`config.mk`:
```
export PLATFORM = sky130hd
export DESIGN_NAME = byte_mul_unit
export DESIGN_NICKNAME = d
export VERILOG_FILES = /design/src/rtl/mul_pkg.sv /design/src/rtl/umul_array.sv /design/src/rtl/hi_fixup.sv /design/src/rtl/mul_ctrl.sv /design/src/rtl/byte_mul_unit.sv
export SDC_FILE = /design/constraint.sdc
export NUM_CORES = 1
export LEC_CHECK = 0
export ABC_AREA = 0
export ABC_CLOCK_PERIOD_IN_PS = 6600
export BUFFER_PORTS_ARGS = -buffer_cell sky130_fd_sc_hd__buf_2
export CAP_MARGIN = 20
export CORE_ASPECT_RATIO = 1.75
export CORE_MARGIN = 8
export CORE_UTILIZATION = 50
export DETAILED_ROUTE_END_ITERATION = 8
export PLACE_DENSITY = 0.69
export SKIP_CTS_REPAIR_TIMING = 1
export SLEW_MARGIN = 20
export SYNTH_ARGS = -nofsm -noshare
export SYNTH_HDL_FRONTEND = slang
export SYNTH_SLANG_ARGS = --single-unit
```
`constraint.sdc`:
```
create_clock -name clk -period 6.6 [get_ports clk]
set_input_delay 0.66 -clock clk [delete_from_list [all_inputs] [get_ports clk]]
set_output_delay 0.66 -clock clk [all_outputs]
set_load 0.01 [all_outputs]
```
`src/rtl/mul_pkg.sv`:
```
package mul_pkg;
  localparam int unsigned OPW_DEF = 8;
  localparam int unsigned SLAT_DEF = 6;

  typedef enum logic [1:0] {
    PH_IDLE  = 2'd0,
    PH_FIXB  = 2'd1,
    PH_FIXA  = 2'd2,
    PH_PAD   = 2'd3
  } phase_t;
endpackage

```
`src/rtl/umul_array.sv`:
```
module umul_array #(
  parameter int unsigned OPW = mul_pkg::OPW_DEF
) (
  input  logic [OPW-1:0]   mul_x,
  input  logic [OPW-1:0]   mul_y,
  output logic [2*OPW-1:0] mul_p
);
  localparam int unsigned PW = 2 * OPW;

  logic [PW-1:0] row  [OPW];
  logic [PW-1:0] accu [OPW+1];

  assign accu[0] = '0;

  // one shifted partial product per multiplier bit, summed as a chain
  for (genvar r = 0; r < OPW; r++) begin : g_row
    assign row[r]    = mul_y[r] ? ({{OPW{1'b0}}, mul_x} << r) : '0;
    assign accu[r+1] = accu[r] + row[r];
  end

  assign mul_p = accu[OPW];
endmodule

```
`src/rtl/hi_fixup.sv`:
```
module hi_fixup #(
  parameter int unsigned OPW = mul_pkg::OPW_DEF
) (
  input  logic [OPW-1:0] fx_hi,
  input  logic [OPW-1:0] fx_sub,
  input  logic           fx_en,
  output logic [OPW-1:0] fx_out
);
  // modulo 2^OPW: borrow out of the top bit is dropped
  always_comb begin
    if (fx_en) fx_out = fx_hi - fx_sub;
    else       fx_out = fx_hi;
  end
endmodule

```
`src/rtl/mul_ctrl.sv`:
```
module mul_ctrl #(
  parameter int unsigned SLAT = mul_pkg::SLAT_DEF
) (
  input  logic clk,
  input  logic rst_n,
  input  logic go_signed,
  output logic busy,
  output logic step_b,
  output logic step_a,
  output logic finish
);
  import mul_pkg::*;

  localparam int unsigned CW = (SLAT < 4) ? 2 : $clog2(SLAT);
  localparam logic [CW-1:0] LAST = CW'(SLAT - 1);

  phase_t        ph_q;
  logic [CW-1:0] cnt_q;

  assign busy   = (ph_q != PH_IDLE);
  assign step_b = (ph_q == PH_FIXB);
  assign step_a = (ph_q == PH_FIXA);
  assign finish = busy && (cnt_q == LAST);

  always_ff @(posedge clk) begin
    if (!rst_n) begin
      ph_q  <= PH_IDLE;
      cnt_q <= '0;
    end else begin
      unique case (ph_q)
        PH_IDLE: begin
          if (go_signed) begin
            ph_q  <= PH_FIXB;
            cnt_q <= CW'(1);
          end
        end
        PH_FIXB: begin
          ph_q  <= PH_FIXA;
          cnt_q <= cnt_q + 1'b1;
        end
        PH_FIXA, PH_PAD: begin
          if (finish) begin
            ph_q  <= PH_IDLE;
            cnt_q <= '0;
          end else begin
            ph_q  <= PH_PAD;
            cnt_q <= cnt_q + 1'b1;
          end
        end
        default: begin
          ph_q  <= PH_IDLE;
          cnt_q <= '0;
        end
      endcase
    end
  end
endmodule

```
`src/rtl/byte_mul_unit.sv`:
```
module byte_mul_unit #(
  parameter int unsigned OPW  = mul_pkg::OPW_DEF,
  parameter int unsigned SLAT = mul_pkg::SLAT_DEF
) (
  input  logic           clk,
  input  logic           rst_n,
  input  logic           in_valid,
  output logic           in_ready,
  input  logic [OPW-1:0] in_a,
  input  logic [OPW-1:0] in_b,
  input  logic           in_signed,
  output logic           out_valid,
  output logic [OPW-1:0] prod_hi,
  output logic [OPW-1:0] prod_lo
);
  localparam int unsigned PW = 2 * OPW;

  logic           take;
  logic           busy, step_b, step_a, finish;
  logic [OPW-1:0] opa_q, opb_q;
  logic [PW-1:0]  raw_p;
  logic [OPW-1:0] sub_val, new_hi;
  logic           sub_en;
  logic           done_q;
  logic [OPW-1:0] hi_q, lo_q;

  assign in_ready = !busy;
  assign take     = in_valid && in_ready;

  umul_array #(.OPW(OPW)) u_array (
    .mul_x (in_a),
    .mul_y (in_b),
    .mul_p (raw_p)
  );

  mul_ctrl #(.SLAT(SLAT)) u_ctrl (
    .clk       (clk),
    .rst_n     (rst_n),
    .go_signed (take && in_signed),
    .busy      (busy),
    .step_b    (step_b),
    .step_a    (step_a),
    .finish    (finish)
  );

  // first step tests the second operand's sign and removes the first operand;
  // second step does the reverse
  assign sub_val = step_b ? opa_q : opb_q;
  assign sub_en  = step_b ? opb_q[OPW-1] : (step_a && opa_q[OPW-1]);

  hi_fixup #(.OPW(OPW)) u_fix (
    .fx_hi  (hi_q),
    .fx_sub (sub_val),
    .fx_en  (sub_en),
    .fx_out (new_hi)
  );

  always_ff @(posedge clk) begin
    if (!rst_n) begin
      opa_q  <= '0;
      opb_q  <= '0;
      hi_q   <= '0;
      lo_q   <= '0;
      done_q <= 1'b0;
    end else if (take) begin
      opa_q  <= in_a;
      opb_q  <= in_b;
      hi_q   <= raw_p[PW-1:OPW];
      lo_q   <= raw_p[OPW-1:0];
      done_q <= !in_signed;
    end else begin
      if (step_b || step_a) hi_q <= new_hi;
      done_q <= finish;
    end
  end

  assign out_valid = done_q;
  assign prod_hi   = hi_q;
  assign prod_lo   = lo_q;
endmodule

```
After elaboration in Yosys (flattened, before gate mapping)
Index checks and enable logic that the tools add are counted.
{"block": "totals", "input_bits": 20, "wordCells": 54, "output_inout_bits": 18, "regBits": 38}
{"block": "op_classes", "mux": 20, "n_eq_ne": 5, "add_sub_neg": 9, "reduce_logical": 13}
{"operator": "16-bit adder", "n": 5}
{"operator": "8-bit two-way mux", "n": 5}
{"operator": "16-bit by 14-bit adder with 16-bit output", "n": 1}
{"operator": "16-bit by 15-bit adder with 16-bit output", "n": 1}
{"operator": "15-bit two-way mux", "n": 1}
{"operator": "14-bit two-way mux", "n": 1}
{"operator": "13-bit two-way mux", "n": 1}
{"operator": "12-bit two-way mux", "n": 1}
{"operator": "11-bit two-way mux", "n": 1}
{"operator": "10-bit two-way mux", "n": 1}
{"operator": "9-bit two-way mux", "n": 1}
{"operator": "3-bit one-hot mux with 3 select lines", "n": 1}
{"operator": "8-bit subtractor", "n": 1}
{"operator": "3-bit two-way mux", "n": 2}
{"operator": "2-bit one-hot mux with 3 select lines", "n": 1}
{"operator": "2-bit nonzero test", "n": 3}
{"operator": "2-bit == test, second input constant", "n": 2}
{"operator": "1-bit logical AND", "n": 4}
{"operator": "2-bit two-way mux", "n": 2}
{"operator": "3-bit by 1-bit adder with 3-bit output, second input constant", "n": 1}
{"operator": "3-bit == test, second input constant", "n": 1}
{"operator": "2-bit by 1-bit == test with 1-bit output, second input constant", "n": 1}
{"operator": "1-bit logical NOT", "n": 2}
{"operator": "2-bit logical NOT", "n": 1}
{"operator": "5 further kinds", "n": 6}

Depth between registers and ports, before layout
{"block": "logic_depth", "word_depth": 9, "mapped_depth": 17, "ltp_nobuf": 16}

Modules after synthesis
From an unflattened synthesis, not the netlist that was laid out.
{"block": "unflattened", "hier_cells": 473, "hier_area_um2": 4068.9}
{"mod": "umul_array", "cells_each": 215, "area_each_um2": 1934.4, "n_inst": 1}
{"mod": "byte_mul_unit", "cells_each": 172, "area_each_um2": 1442.6, "n_inst": 1}
{"mod": "hi_fixup", "cells_each": 60, "area_each_um2": 456.7, "n_inst": 1}
{"mod": "mul_ctrl", "cells_each": 26, "area_each_um2": 235.2, "n_inst": 1}

Worst setup path before layout
Ideal clock, no wire load.
{"block": "synth_timing", "kind": "input -> register", "from": "in in_a[5]", "to": "reg hi_q[7] (netlist: prod_hi[7])", "cell_stages": 15, "arrival_ps": 4485, "setup_time_ps": 74, "slack_ps": 2041, "cell_sequence": "clkbuf_1 > nand2_1 > fa_1 > fa_1 > inv_1 > fa_1 > ha_1 > ha_1 > fa_1 > a211oi_1 > o211ai_1 > a41oi_1 > xnor2_1 > o21ai_1 > a31oi_1"}
{"block": "synth_via", "elab_chain_cells": 9, "word_cells_on_any_way": 16, "classes_between": "add/sub: 7; mux: 9"}
{"item": "start, declared", "line": "byte_mul_unit.sv:9", "rtl": "input logic [OPW-1:0] in_a,"}
{"item": "8-bit two-way mux or 9-bit two-way mux (tied branches)", "line": "umul_array.sv:17", "rtl": "assign row[r] = mul_y[r] ? ({{OPW{1'b0}}, mul_x} << r) : '0;"}
{"item": "16-bit adder (5 in series)", "line": "umul_array.sv:18", "rtl": "assign accu[r+1] = accu[r] + row[r];"}
{"item": "16-bit by 14-bit adder with 16-bit output", "line": "umul_array.sv:18"}
{"item": "16-bit by 15-bit adder with 16-bit output *", "line": "umul_array.sv:18"}
{"item": "8-bit two-way mux *", "line": "byte_mul_unit.sv:65", "rtl": "end else if (take) begin"}
{"item": "end signal, assigned", "line": "byte_mul_unit.sv:68", "rtl": "hi_q <= raw_p[PW-1:OPW];"}
{"item": "end signal, assigned", "line": "byte_mul_unit.sv:72", "rtl": "if (step_b || step_a) hi_q <= new_hi;"}
{"item": "end, declared", "line": "byte_mul_unit.sv:25", "rtl": "logic [OPW-1:0] hi_q, lo_q;"}
Mark *: on every way between the ends. The rest lies on a longest branch, timed or not.
A chain may end at the register's enable or synchronous reset.

Worst setup path after layout
{"block": "layout_timing", "from": "in in_b[0]", "to": "reg hi_q[7] (netlist: prod_hi[7])"}
{"block": "layout_via", "elab_chain_cells": 9}
{"item": "start, declared", "line": "byte_mul_unit.sv:10", "rtl": "input logic [OPW-1:0] in_b,"}
{"item": "8-bit two-way mux", "line": "umul_array.sv:17"}
{"item": "16-bit adder (5 in series)", "line": "umul_array.sv:18"}
{"item": "16-bit by 14-bit adder with 16-bit output", "line": "umul_array.sv:18"}
{"item": "16-bit by 15-bit adder with 16-bit output", "line": "umul_array.sv:18"}
{"item": "8-bit two-way mux", "line": "byte_mul_unit.sv:65"}
No other way between the ends.

==> metrics.md <==
| Metric | Value |
|---|---|
| Post-Syn Area per Cell | `8.37 µm²` |
| Peak fanout along the critical path | `9` |
| Crit Path Category | `in2reg` |
| Arr. time, crit path | `just under 5 ns` |
| Rows | `between 40 and 50` |
| Antenna cell count | `0` |
| Fin. max-slew vios | `0` |
| # setup viols final | `0` |
| Post-synth EDFFs | `0` |
| Crit end category | `flip-flop` |
| Sequential element share of the synthesized area | `0.195` |
| Initial antenna violation count | `0` |
| Clock power frac | `0.158` |
| Multi-input combinational cell area | `about 2900 µm²` |
| Status | `completed` |
| Layout Utilization | `0.567` |
| Core Area | `roughly 7600 µm²` |
| Internal power | `roughly 840 µW` |
| Post-Synthesis Cells | `~470` |
| Largest net degree at the start of global routing | `36` |
| Synth-to-Final Area Change | `9.98%` |
| Number of fill cells | `around 690` |
| Fin crit share | `0.702` |
| # IOs | `38` |
| Max Buffers Root-to-Sink | `2` |
| Die X | `82.8 µm` |
| First-pass GRT wire length | `roughly 15000 µm` |
| Worst VDD drop | `about 0.14 mV` |
| Most used DFF post-synth | `dfxtp_1` |
| Initial Util | `0.515` |
| DRC | `0` |
| Max_cap viols | `0` |
| Cells on Worst Hold Path | `2` |
| HPWL Detailed | `a little over 7000 µm` |
| Final Skew | `between 0.003 and 0.004 ns` |
| Clock Sinks | `38` |
| Buffers on Ports | `37` |
| R2R setup slack | `roughly 3.2 ns` |
| Final GP Congestion | `~0.86` |
| Min Tclk post-route | `~4.6 ns` |
| Reg power frac | `0.219` |
| Final hold vios | `0` |
| Final ANT Viol Nets | `0` |
| P_leak | `roughly 2 nW` |
| Ys async rst share | `0` |
| Reg area | `approximately 760 µm²` |
| Final #Nets | `roughly 600` |
| Clock Latency Late Sink | `between 0.2 and 0.3 ns` |
| Synthesized Nets | `around 570` |
| Fin Setup TNS | `0 ns` |
| Max-slew headroom | `0.509` |
| Sw Pwr | `687 µW` |
| Yosys reg bits | `38` |
| Fmax | `around 0.22 GHz` |
| CTS buffer count | `5` |
| Gr usage total | `0.172` |
| Detailed Route WL | `~9100 µm` |
| Least-Margin Pin Slew | `between 0.7 and 0.8 ns` |
| R2R depth | `11` |
| Synthesized cell area | `approximately 3900 µm²` |
| Startpoint types | `input port` |
| CTS root buf | `clkbuf_16` |
| Worst Hold Class | `reg2reg` |
| Fraction of layout instances using a drive strength above 1 | `0.116` |
| Sw Ratio | `0.449` |
| Unrepaired setup endpoints after global routing | `false` |
| WP data required | `between 6 and 7 ns` |
| Synth cell types | `50` |
| DR WL/cell | `15.6 µm` |
| Vias per Instance | `approximately 5.5` |
| Starting DRT DRC Count | `94` |
| DIE AREA | `11000 µm²` |
| P per Cell Area | `around 360 nW/µm²` |
| Worst-path clk slew | `roughly 0.060 ns` |
| Comb power frac | `0.623` |
| Synth warnings | `0` |
| Die Y | `133 µm` |
| Remaining Overflow, GRT | `0` |
| Via count | `3223` |
| CTS H-tree depth | `2` |
| First drt pass iteration count | `4` |
| Vias in the first global route | `approximately 3300` |
| CTS tree | `yes` |
==> logic make-up after synthesis <==
| kind of cell | after synthesis | synth area share |
|---|---|---|
| compound gates | 92 | 0.151 |
| simple gates | 167 | 0.206 |
| xor+xnor | 7 | 0.0157 |
| fa+ha+maj | 83 | 0.341 |
| flops | 38 | 0.195 |
| buf+inv | 71 | 0.0693 |
| mux | 8 | 0.0209 |
==> state kept, by name, summed over array words and instances, names as in the netlist <==
register,flops
out_valid,1
prod_hi,8
opb_q,8
u_ctrl.ph_q,2
u_ctrl.cnt_q,3
prod_lo,8
opa_q,8
==> worst paths after layout <==
check,start,to
hold reg to reg,prod_lo[0]$_SDFFE_PN0P_,prod_lo[0]$_SDFFE_PN0P_
hold / removal,prod_lo[0]$_SDFFE_PN0P_,prod_lo[0]$_SDFFE_PN0P_
setup / recovery,in_b[0],prod_hi[7]$_SDFFE_PN0P_
setup reg to reg,u_ctrl.ph_q[1]$_SDFFE_PN0P_,prod_hi[6]$_SDFFE_PN0P_
==> synthesized netlist by cell type, drive strengths merged (2+ instances only) <==
master	instances	area share
a211o	3	0.0067
a211oi	8	0.017
a21o	5	0.0096
a21oi	39	0.050
a31oi	2	0.0032
and2	39	0.063
clkbuf	19	0.018
dfxtp	38	0.20
fa	39	0.20
ha	44	0.14
inv	51	0.049
mux2i	7	0.018
nand2	84	0.081
nand3	6	0.0077
nand3b	2	0.0038
nor2	19	0.020
nor2b	2	0.0051
nor3	6	0.0077
o211ai	6	0.012
o21a	5	0.0096
o21ai	14	0.022
or2	2	0.0032
xnor2	5	0.011
xor2	2	0.0045
==> placed cells by master (no fill, tap or decap), types with 2 or more instances in the layout <==
| cell | count |
|---|---|
| a31oi_1 | 2 |
| inv_1 | 51 |
| ha_1 | 44 |
| o21ai_0 | 11 |
| fa_1 | 39 |
| xor2_1 | 2 |
| o211ai_1 | 6 |
| xnor2_1 | 5 |
| a21o_1 | 5 |
| mux2i_1 | 7 |
| clkbuf_16 | 5 |
| a211oi_1 | 7 |
| nor2_1 | 18 |
| a21oi_1 | 39 |
| buf_2 | 37 |
| dfxtp_1 | 38 |
| nor3_1 | 6 |
| a211o_1 | 3 |
| and2_1 | 39 |
| o21a_1 | 5 |
| nand3_1 | 6 |
| nand3b_1 | 2 |
| nand2_1 | 83 |
==> metal layers <==
layer,global-route usage,wire [µm],up-vias
met2,0.303,4860,44
met3,0.0136,226,12
met5,0,0,-
met4,0.0627,171,0
li1,-,-,1581
met1,0.205,3820,1586
==> power by group through the flow <==
stage | registers, mW | logic (mW) | clock network, mW
floorplan | 0.345 | 0.720 | 0
global placement | 0.335 | 0.929 | 0
detailed placement | 0.339 | 0.944 | 0
CTS | 0.334 | 0.951 | 0.245
global route | 0.341 | 1.08 | 0.251
finish | 0.334 | 0.953 | 0.242
==> metrics by stage <==
| step | hold slack (ns) | setup slack [ns] | cell area [µm²] | total power [mW] | instances |
|---|---|---|---|---|---|
| 2_1_floorplan | 0.433 | 2.04 | 3900 | 1.07 | 466 |
| 3_3_place_gp | 0.438 | 1.70 | 4120 | 1.26 | 572 |
| 3_5_place_dp | 0.445 | 1.67 | 4120 | 1.28 | 572 |
| 4_1_cts | 0.453 | 1.95 | 4270 | 1.53 | 580 |
| 5_1_grt | 0.472 | 1.75 | 4290 | 1.68 | 581 |
| 6_report | 0.449 | 1.97 | 4290 | 1.53 | 581 |
==> layout make-up <==
| cell class | instances | area share |
|---|---|---|
| inverters | 51 | 0.0446 |
| clock buffers | 7 | 0.0333 |
| flip-flops and latches | 38 | 0.177 |
| repair buffers | 39 | 0.0484 |
| well taps | 88 | 0.0257 |
| clock inverters | 1 | 0.00117 |
| multi-input cells | 357 | 0.669 |
==> worst max-delay path, cell delays in order <==
cell,delay (ns)
buf_2,0.21
nand2_1,0.11
fa_1,0.51
fa_1,0.54
inv_1,0.05
fa_1,0.48
ha_1,0.31
ha_1,0.24
fa_1,0.43
a211oi_1,0.40
o211ai_1,0.22
a41oi_1,0.28
xnor2_1,0.16
o21ai_1,0.08
a31oi_1,0.16
(Power assumes the default switching activity.)
